**src/rtl/i2c_wr_pkg.sv**
```systemverilog
package i2c_wr_pkg;

    localparam int REG_AW = 2;

    localparam logic [REG_AW-1:0] RA_DATA = 2'd0;
    localparam logic [REG_AW-1:0] RA_CTRL = 2'd1;
    localparam logic [REG_AW-1:0] RA_STAT = 2'd2;

    localparam int CB_EN    = 0;
    localparam int CB_TXIE  = 1;
    localparam int CB_START = 2;
    localparam int CB_STOP  = 3;
    localparam int CB_FLUSH = 4;

    localparam int SB_EMPTY = 0;
    localparam int SB_ACK   = 1;
    localparam int SB_NACK  = 2;

    typedef enum logic [2:0] {
        ST_IDLE,
        ST_START,
        ST_BIT,
        ST_ACK,
        ST_HOLD,
        ST_STOP
    } wr_state_e;

endpackage

```
**src/rtl/i2c_wr_tick.sv**
```systemverilog
module i2c_wr_tick #(
    parameter int DIV = 4
) (
    input  logic clk,
    input  logic rst_n,
    input  logic run,
    output logic tick
);
    localparam int CW = (DIV > 1) ? $clog2(DIV) : 1;
    localparam logic [CW-1:0] LAST = CW'(DIV - 1);

    logic [CW-1:0] cnt;

    always_ff @(posedge clk) begin
        if (!rst_n) begin
            cnt <= '0;
        end else if (!run || cnt == LAST) begin
            cnt <= '0;
        end else begin
            cnt <= cnt + 1'b1;
        end
    end

    assign tick = run && (cnt == LAST);

endmodule

```
**src/rtl/i2c_wr_regs.sv**
```systemverilog
module i2c_wr_regs
    import i2c_wr_pkg::*;
#(
    parameter int DW = 8
) (
    input  logic              clk,
    input  logic              rst_n,
    input  logic              we,
    input  logic [REG_AW-1:0] waddr,
    input  logic [DW-1:0]     wdata,
    input  logic [REG_AW-1:0] raddr,
    output logic [DW-1:0]     rdata,
    input  logic              start_taken,
    input  logic              first_bit_out,
    input  logic              ack_set,
    input  logic              nack_set,
    input  logic              stop_done,
    output logic              en,
    output logic              txie,
    output logic              start_req,
    output logic              stop_req,
    output logic              full,
    output logic [DW-1:0]     data,
    output logic              ack,
    output logic              ncki,
    output logic              irq
);
    logic ctrl_wr;
    logic en_next;

    assign ctrl_wr = we && (waddr == RA_CTRL);
    assign en_next = ctrl_wr ? wdata[CB_EN] : en;

    always_ff @(posedge clk) begin
        if (!rst_n) begin
            en        <= 1'b0;
            txie      <= 1'b0;
            start_req <= 1'b0;
            stop_req  <= 1'b0;
            full      <= 1'b0;
            data      <= '0;
            ack       <= 1'b0;
            ncki      <= 1'b0;
        end else begin
            if (start_taken) start_req <= 1'b0;
            if (stop_done) begin
                stop_req <= 1'b0;
                ncki     <= 1'b0;
            end
            if (ack_set) ack <= 1'b1;
            if (nack_set) begin
                ncki <= 1'b1;
                ack  <= 1'b0;
            end
            if (first_bit_out) full <= 1'b0;
            if (we && waddr == RA_DATA) begin
                data <= wdata;
                full <= 1'b1;
            end
            if (ctrl_wr) begin
                en   <= wdata[CB_EN];
                txie <= wdata[CB_TXIE];
                if (wdata[CB_START]) start_req <= 1'b1;
                if (wdata[CB_STOP])  stop_req  <= 1'b1;
                if (wdata[CB_FLUSH]) full      <= 1'b0;
            end
            if (!en_next) begin
                start_req <= 1'b0;
                stop_req  <= 1'b0;
                ncki      <= 1'b0;
            end
        end
    end

    always_comb begin
        rdata = '0;
        unique case (raddr)
            RA_DATA: rdata = data;
            RA_CTRL: begin
                rdata[CB_EN]    = en;
                rdata[CB_TXIE]  = txie;
                rdata[CB_START] = start_req;
                rdata[CB_STOP]  = stop_req;
            end
            RA_STAT: begin
                rdata[SB_EMPTY] = !full;
                rdata[SB_ACK]   = ack;
                rdata[SB_NACK]  = ncki;
            end
            default: rdata = '0;
        endcase
    end

    assign irq = en && ((txie && !full) || ncki);

endmodule

```
**src/rtl/i2c_wr_fsm.sv**
```systemverilog
module i2c_wr_fsm
    import i2c_wr_pkg::*;
#(
    parameter int DW = 8
) (
    input  logic          clk,
    input  logic          rst_n,
    input  logic          en,
    input  logic          tick,
    input  logic          start_req,
    input  logic          stop_req,
    input  logic          full,
    input  logic [DW-1:0] data,
    input  logic          ncki,
    input  logic          sda_i,
    output wr_state_e     state,
    output logic          scl_low,
    output logic          sda_low,
    output logic          start_taken,
    output logic          load,
    output logic          first_bit_out,
    output logic          ack_set,
    output logic          nack_set,
    output logic          stop_done
);
    localparam int BCW = (DW > 1) ? $clog2(DW) : 1;
    localparam logic [BCW-1:0] TOP_BIT = BCW'(DW - 1);

    wr_state_e      state_n;
    logic [1:0]     q;
    logic [BCW-1:0] bitcnt;
    logic [DW-1:0]  shreg;
    logic           nacked;
    logic           scl_lo_c;
    logic           sda_lo_c;
    logic           sda_d1;

    // next state and event strobes
    always_comb begin
        state_n       = state;
        start_taken   = 1'b0;
        load          = 1'b0;
        first_bit_out = 1'b0;
        ack_set       = 1'b0;
        nack_set      = 1'b0;
        stop_done     = 1'b0;
        if (!en) begin
            state_n = ST_IDLE;
        end else if (tick) begin
            unique case (state)
                ST_IDLE: begin
                    if (start_req && full) begin
                        state_n     = ST_START;
                        start_taken = 1'b1;
                    end
                end
                ST_START: begin
                    if (q == 2'd3) begin
                        state_n = ST_BIT;
                        load    = 1'b1;
                    end
                end
                ST_BIT: begin
                    if (q == 2'd3) begin
                        if (bitcnt == TOP_BIT) first_bit_out = 1'b1;
                        if (bitcnt == '0)      state_n = ST_ACK;
                    end
                end
                ST_ACK: begin
                    if (q == 2'd2) begin
                        if (sda_i) nack_set = 1'b1;
                        else       ack_set  = 1'b1;
                    end else if (q == 2'd3) begin
                        if (nacked) begin
                            state_n = ST_HOLD;
                        end else if (full) begin
                            state_n = ST_BIT;
                            load    = 1'b1;
                        end else if (stop_req) begin
                            state_n = ST_STOP;
                        end else begin
                            state_n = ST_HOLD;
                        end
                    end
                end
                ST_HOLD: begin
                    if (ncki) begin
                        if (stop_req) state_n = ST_STOP;
                    end else if (full) begin
                        state_n = ST_BIT;
                        load    = 1'b1;
                    end else if (stop_req) begin
                        state_n = ST_STOP;
                    end
                end
                ST_STOP: begin
                    if (q == 2'd3) begin
                        state_n   = ST_IDLE;
                        stop_done = 1'b1;
                    end
                end
                default: state_n = ST_IDLE;
            endcase
        end
    end

    // state register
    always_ff @(posedge clk) begin
        if (!rst_n) begin
            state <= ST_IDLE;
            q     <= 2'd0;
        end else begin
            state <= state_n;
            if (state_n != state) begin
                q <= 2'd0;
            end else if (tick && state != ST_IDLE && state != ST_HOLD) begin
                q <= q + 2'd1;
            end
        end
    end

    // shift path
    always_ff @(posedge clk) begin
        if (!rst_n) begin
            shreg  <= '0;
            bitcnt <= '0;
            nacked <= 1'b0;
        end else begin
            if (load) begin
                shreg  <= data;
                bitcnt <= TOP_BIT;
            end else if (tick && state == ST_BIT && q == 2'd3) begin
                shreg  <= {shreg[DW-2:0], 1'b0};
                bitcnt <= bitcnt - 1'b1;
            end
            if (nack_set)     nacked <= 1'b1;
            else if (ack_set) nacked <= 1'b0;
        end
    end

    // line levels per state and quarter
    always_comb begin
        scl_lo_c = 1'b0;
        sda_lo_c = 1'b0;
        unique case (state)
            ST_IDLE: begin
                scl_lo_c = 1'b0;
                sda_lo_c = 1'b0;
            end
            ST_START: begin
                scl_lo_c = (q == 2'd3);
                sda_lo_c = (q >= 2'd2);
            end
            ST_BIT: begin
                scl_lo_c = (q < 2'd2);
                sda_lo_c = !shreg[DW-1];
            end
            ST_ACK: begin
                scl_lo_c = (q < 2'd2);
                sda_lo_c = 1'b0;
            end
            ST_HOLD: begin
                scl_lo_c = 1'b1;
                sda_lo_c = 1'b1;
            end
            ST_STOP: begin
                scl_lo_c = (q == 2'd0);
                sda_lo_c = (q < 2'd2);
            end
            default: begin
                scl_lo_c = 1'b0;
                sda_lo_c = 1'b0;
            end
        endcase
    end

    // SDA lags SCL by one extra clock so it never moves on an SCL edge
    always_ff @(posedge clk) begin
        if (!rst_n) begin
            scl_low <= 1'b0;
            sda_d1  <= 1'b0;
            sda_low <= 1'b0;
        end else begin
            scl_low <= scl_lo_c;
            sda_d1  <= sda_lo_c;
            sda_low <= sda_d1;
        end
    end

endmodule

```
**src/rtl/i2c_wr_master.sv**
```systemverilog
module i2c_wr_master
    import i2c_wr_pkg::*;
#(
    parameter int DIV = 4,
    parameter int DW  = 8
) (
    input  logic              clk,
    input  logic              rst_n,
    input  logic              bus_we,
    input  logic [REG_AW-1:0] bus_waddr,
    input  logic [DW-1:0]     bus_wdata,
    input  logic [REG_AW-1:0] bus_raddr,
    output logic [DW-1:0]     bus_rdata,
    output logic              irq,
    input  logic              sda_i,
    output logic              scl_low_o,
    output logic              sda_low_o
);
    logic          en;
    logic          txie;
    logic          start_req;
    logic          stop_req;
    logic          full;
    logic [DW-1:0] data;
    logic          ack;
    logic          ncki;
    logic          tick;
    logic          start_taken;
    logic          load;
    logic          first_bit_out;
    logic          ack_set;
    logic          nack_set;
    logic          stop_done;
    wr_state_e     state;

    i2c_wr_regs #(.DW(DW)) u_regs (
        .clk          (clk),
        .rst_n        (rst_n),
        .we           (bus_we),
        .waddr        (bus_waddr),
        .wdata        (bus_wdata),
        .raddr        (bus_raddr),
        .rdata        (bus_rdata),
        .start_taken  (start_taken),
        .first_bit_out(first_bit_out),
        .ack_set      (ack_set),
        .nack_set     (nack_set),
        .stop_done    (stop_done),
        .en           (en),
        .txie         (txie),
        .start_req    (start_req),
        .stop_req     (stop_req),
        .full         (full),
        .data         (data),
        .ack          (ack),
        .ncki         (ncki),
        .irq          (irq)
    );

    i2c_wr_tick #(.DIV(DIV)) u_tick (
        .clk  (clk),
        .rst_n(rst_n),
        .run  (en),
        .tick (tick)
    );

    i2c_wr_fsm #(.DW(DW)) u_fsm (
        .clk          (clk),
        .rst_n        (rst_n),
        .en           (en),
        .tick         (tick),
        .start_req    (start_req),
        .stop_req     (stop_req),
        .full         (full),
        .data         (data),
        .ncki         (ncki),
        .sda_i        (sda_i),
        .state        (state),
        .scl_low      (scl_low_o),
        .sda_low      (sda_low_o),
        .start_taken  (start_taken),
        .load         (load),
        .first_bit_out(first_bit_out),
        .ack_set      (ack_set),
        .nack_set     (nack_set),
        .stop_done    (stop_done)
    );

endmodule

```
**config.mk**
```make
export PLATFORM = sky130hd
export DESIGN_NAME = i2c_wr_master
export DESIGN_NICKNAME = d
export VERILOG_FILES = /design/src/rtl/i2c_wr_pkg.sv /design/src/rtl/i2c_wr_tick.sv /design/src/rtl/i2c_wr_regs.sv /design/src/rtl/i2c_wr_fsm.sv /design/src/rtl/i2c_wr_master.sv
export SDC_FILE = /design/constraint.sdc
export NUM_CORES = 1
export LEC_CHECK = 0
export ABC_AREA = 1
export BUFFER_PORTS_ARGS = -buffer_cell sky130_fd_sc_hd__buf_4
export CORE_ASPECT_RATIO = 1.5
export CORE_MARGIN = 1
export CORE_UTILIZATION = 37
export CTS_CLUSTER_SIZE = 28
export DETAILED_ROUTE_END_ITERATION = 8
export HOLD_SLACK_MARGIN = 0.06
export PLACE_DENSITY = 0.66
export SETUP_SLACK_MARGIN = 0.5
export SLEW_MARGIN = 20
export SYNTH_ARGS = -nofsm -noshare
export SYNTH_HDL_FRONTEND = slang
export SYNTH_SLANG_ARGS = --single-unit
```
**constraint.sdc**
```tcl
create_clock -name clk -period 1.74 [get_ports clk]
set_clock_uncertainty 0.05 [all_clocks]
set_input_delay 0.174 -clock clk [delete_from_list [all_inputs] [get_ports clk]]
set_output_delay 0.174 -clock clk [all_outputs]
set_load 0.01 [all_outputs]
```
==> results.py <==
metrics = {
    "die": {
        "die_h_um": 90.90,
        "start_util": 0.3804,
        "die_x_um": 61.27,
        "io_pins": 27,
        "fp-row-count": 32,
        "dieArea_um2": 5569,
        "core-area_um2": 5125,
    },
    "grt": {
        "grt_pass1_wl_mm": 9.108,
        "antenna_found_initial": 0,
        "grt_max_degree": 14,
        "grt_pass1_vias": 2050,
        "grt_overflow": 0,
        "track_usage": 0.2169,
    },
    "routing": {
        "ant_nets": 0,
        "first_pass_iters": 4,
        "wl_per_cell_um": 14.05,
        "vias": 1995,
        "via_per_inst": 5.089,
        "drt-initial-drc-count": 71,
        "totalWireLength_mm": 5.509,
        "drcViolationCount": 0,
    },
    "synth": {
        "synth_area_um2": 1949,
        "synth_edf_count": 0,
        "syn_avg_cell_area_um2": 7.220,
        "synth_seq_cells": 37,
        "syn-num-nets": 293,
        "ys_warn_count": 0,
        "ys_types": 34,
        "syn_inst": 270,
        "yosys_most_used_dff": "dfxtp_1",
        "yosysSeqAreaShare": 0.3800,
        "synth_async_sr_flop_share": 0,
    },
    "timing": {
        "finalSetupTns_ps": 0,
        "worst_slew_pin_slew_ps": 546.6,
        "rsz0062_at_grt": "yes",
        "slew_violations": 0,
        "setup_ws_ps": 101.8,
        "setup_viol": 0,
        "relSlewSlack": 0.6352,
        "timing.fmax_mhz": 610.4,
        "finalCritPeriodShare": 0.9415,
        "hold_violations": 0,
        "timing.final.crit_period_ps": 1638,
    },
    "cts": {
        "insertion_delay_ps": 290,
        "cts.clk_slew.worst_paths_ps": 80,
        "cts_tree": "built",
        "cts.sinks": 37,
        "cts_buffers": 5,
        "h-tree-depth": 2,
        "clockRootBuffer": "clkbuf_8",
        "clockBufferDepth": 2,
    },
    "power": {
        "p_leak_nw": 1.146,
        "vdd_ir_drop_max_mv": 0.4419,
        "power_density_nw_per_um2": 643.7,
    },
    "layout": {
        "drive_above_1_share": 0.4074,
        "multi_input_area_um2": 1219,
        "fin_nets": 346,
        "seqCellArea_um2": 774.5,
        "diodes": 0,
        "fillers": 498,
        "syn2layout_area_growth_pct": 42.17,
        "final_cell_mix": "buf_4 (45), nand2_1 (41), nor2_1 (31)",
        "layout_commonest_cell": "buf_4",
    },
    "setup_path": {
        "crit_path_end_kind": "flop",
        "path_max_fanout": 11,
        "crit_type": "reg -> reg",
        "critical_path_arrival_ps": 1760,
        "start_kind": "flop",
        "required_ps": 1860,
    },
    "place": {
        "dp_hpwl_mm": 3.604,
        "place_ws_ps": 50.65,
        "io_buffers": 26,
        "routabilityCongestion": 0.9208,
    },
    "outcome": {
        "status": "finished, final reports clean",
    },
    "run": {
        "drv_cap": 0,
    },
    "min_path": {
        "hold_class": "in -> reg",
    },
}
state kept, by name, summed over array words and instances, names as in the netlist, 2 cells and up:
signal,cells
u_regs.data,8
u_tick.cnt,2
u_fsm.bitcnt,3
u_fsm.state,3
u_fsm.q,2
u_fsm.shreg,8
worst paths after layout:
kind	cells past startpoint	startpoint	slack, ps	to
worst max register to register	11	u_fsm.q[1]$_SDFFE_PP0P_	100	u_fsm.shreg[1]$_SDFFE_PN0P_
worst min register to register	2	u_fsm.sda_d1$_SDFF_PN0_	370	u_fsm.sda_low$_SDFF_PN0_
worst max-delay path	11	u_fsm.q[1]$_SDFFE_PP0P_	100	u_fsm.shreg[1]$_SDFFE_PN0P_
worst min-delay path	3	bus_wdata[1]	70	u_regs.data[1]$_SDFFE_PN0P_
synth_stat cells, drive strengths merged, types with 3 or more instances:
| library cell | instances | share of area |
|---|---|---|
| a21oi | 23 | 0.071 |
| a31oi | 6 | 0.019 |
| buf | 4 | 0.017 |
| clkbuf | 3 | 0.0058 |
| dfxtp | 37 | 0.38 |
| ha | 7 | 0.045 |
| inv | 36 | 0.069 |
| nand2 | 49 | 0.098 |
| nand3 | 28 | 0.090 |
| nor2 | 43 | 0.098 |
| nor3 | 4 | 0.013 |
| o21ai | 17 | 0.044 |
| xor2 | 3 | 0.013 |
logic make-up after synthesis:
kind of cell               count (synthesis)  synth area share
DFF                                       37            0.3800
AOI/OAI and AO/OA                         52            0.1573
buffers and inverters                     44           0.09435
xor gates and xnor gates                   3           0.01348
and+or+nand+nor                          127            0.3100
adders and majority gates                  7           0.04493
final cells by class:
| class | instances | share of cell area |
|---|---|---|
| clock buffer | 6 | 0.02980 |
| tap | 68 | 0.03070 |
| inverter | 37 | 0.05643 |
| sequential | 37 | 0.2795 |
| multi-input combinational | 189 | 0.4397 |
| timing repair buffer | 53 | 0.1508 |
| clock inverter | 2 | 0.01309 |
routing by layer:
layer / global-route usage / wire length (um)
met5: 0 / 0
met1: 0.2358 / 2089
met2: 0.3741 / 3090
met4: 0.1136 / 182
met3: 0.04441 / 147
timing repair:
item                       CTS  global route
pin swaps                    9            11
hold buffers                 3             0
setup endpoints to repair   27            33
gates cloned                 1             0
resized for setup           35            34
buffers inserted            11             7
hold endpoints to repair     3             0
report_power, final:
group | internal (W) | switching (W) | total, W
Clock | 0.000467 | 0.000324 | 0.000792
Combinational | 0.0000552 | 0.0000717 | 0.000127
Sequential | 0.000852 | 0.0000136 | 0.000866
Total | 0.00137 | 0.000409 | 0.00178
worst max-delay path, cell delays in order (launching register included):
cell and delay (ps):
dfxtp_4 380, ha_4 160, inv_4 50, nor2_4 130, inv_2 60, nor2_4 100
nand2_4 70, a21oi_4 160, buf_4 150, inv_6 60, nand3_2 60, a31oi_1 80
metrics by stage:
step	utilization	instance area, um^2	std cells	hold slack, ps	total power (W)
4_1_cts	0.5073	2600	385	64.35	0.001792
6_report	0.5408	2771	392	66.24	0.001784
2_1_floorplan	-	2003	270	236.3	0.0009403
3_3_place_gp	0.4434	2272	362	342.7	0.0009995
3_5_place_dp	0.4434	2272	362	343.7	0.001001
5_1_grt	0.5408	2771	392	85.93	0.001856
Power figures use the tool's default switching activity.
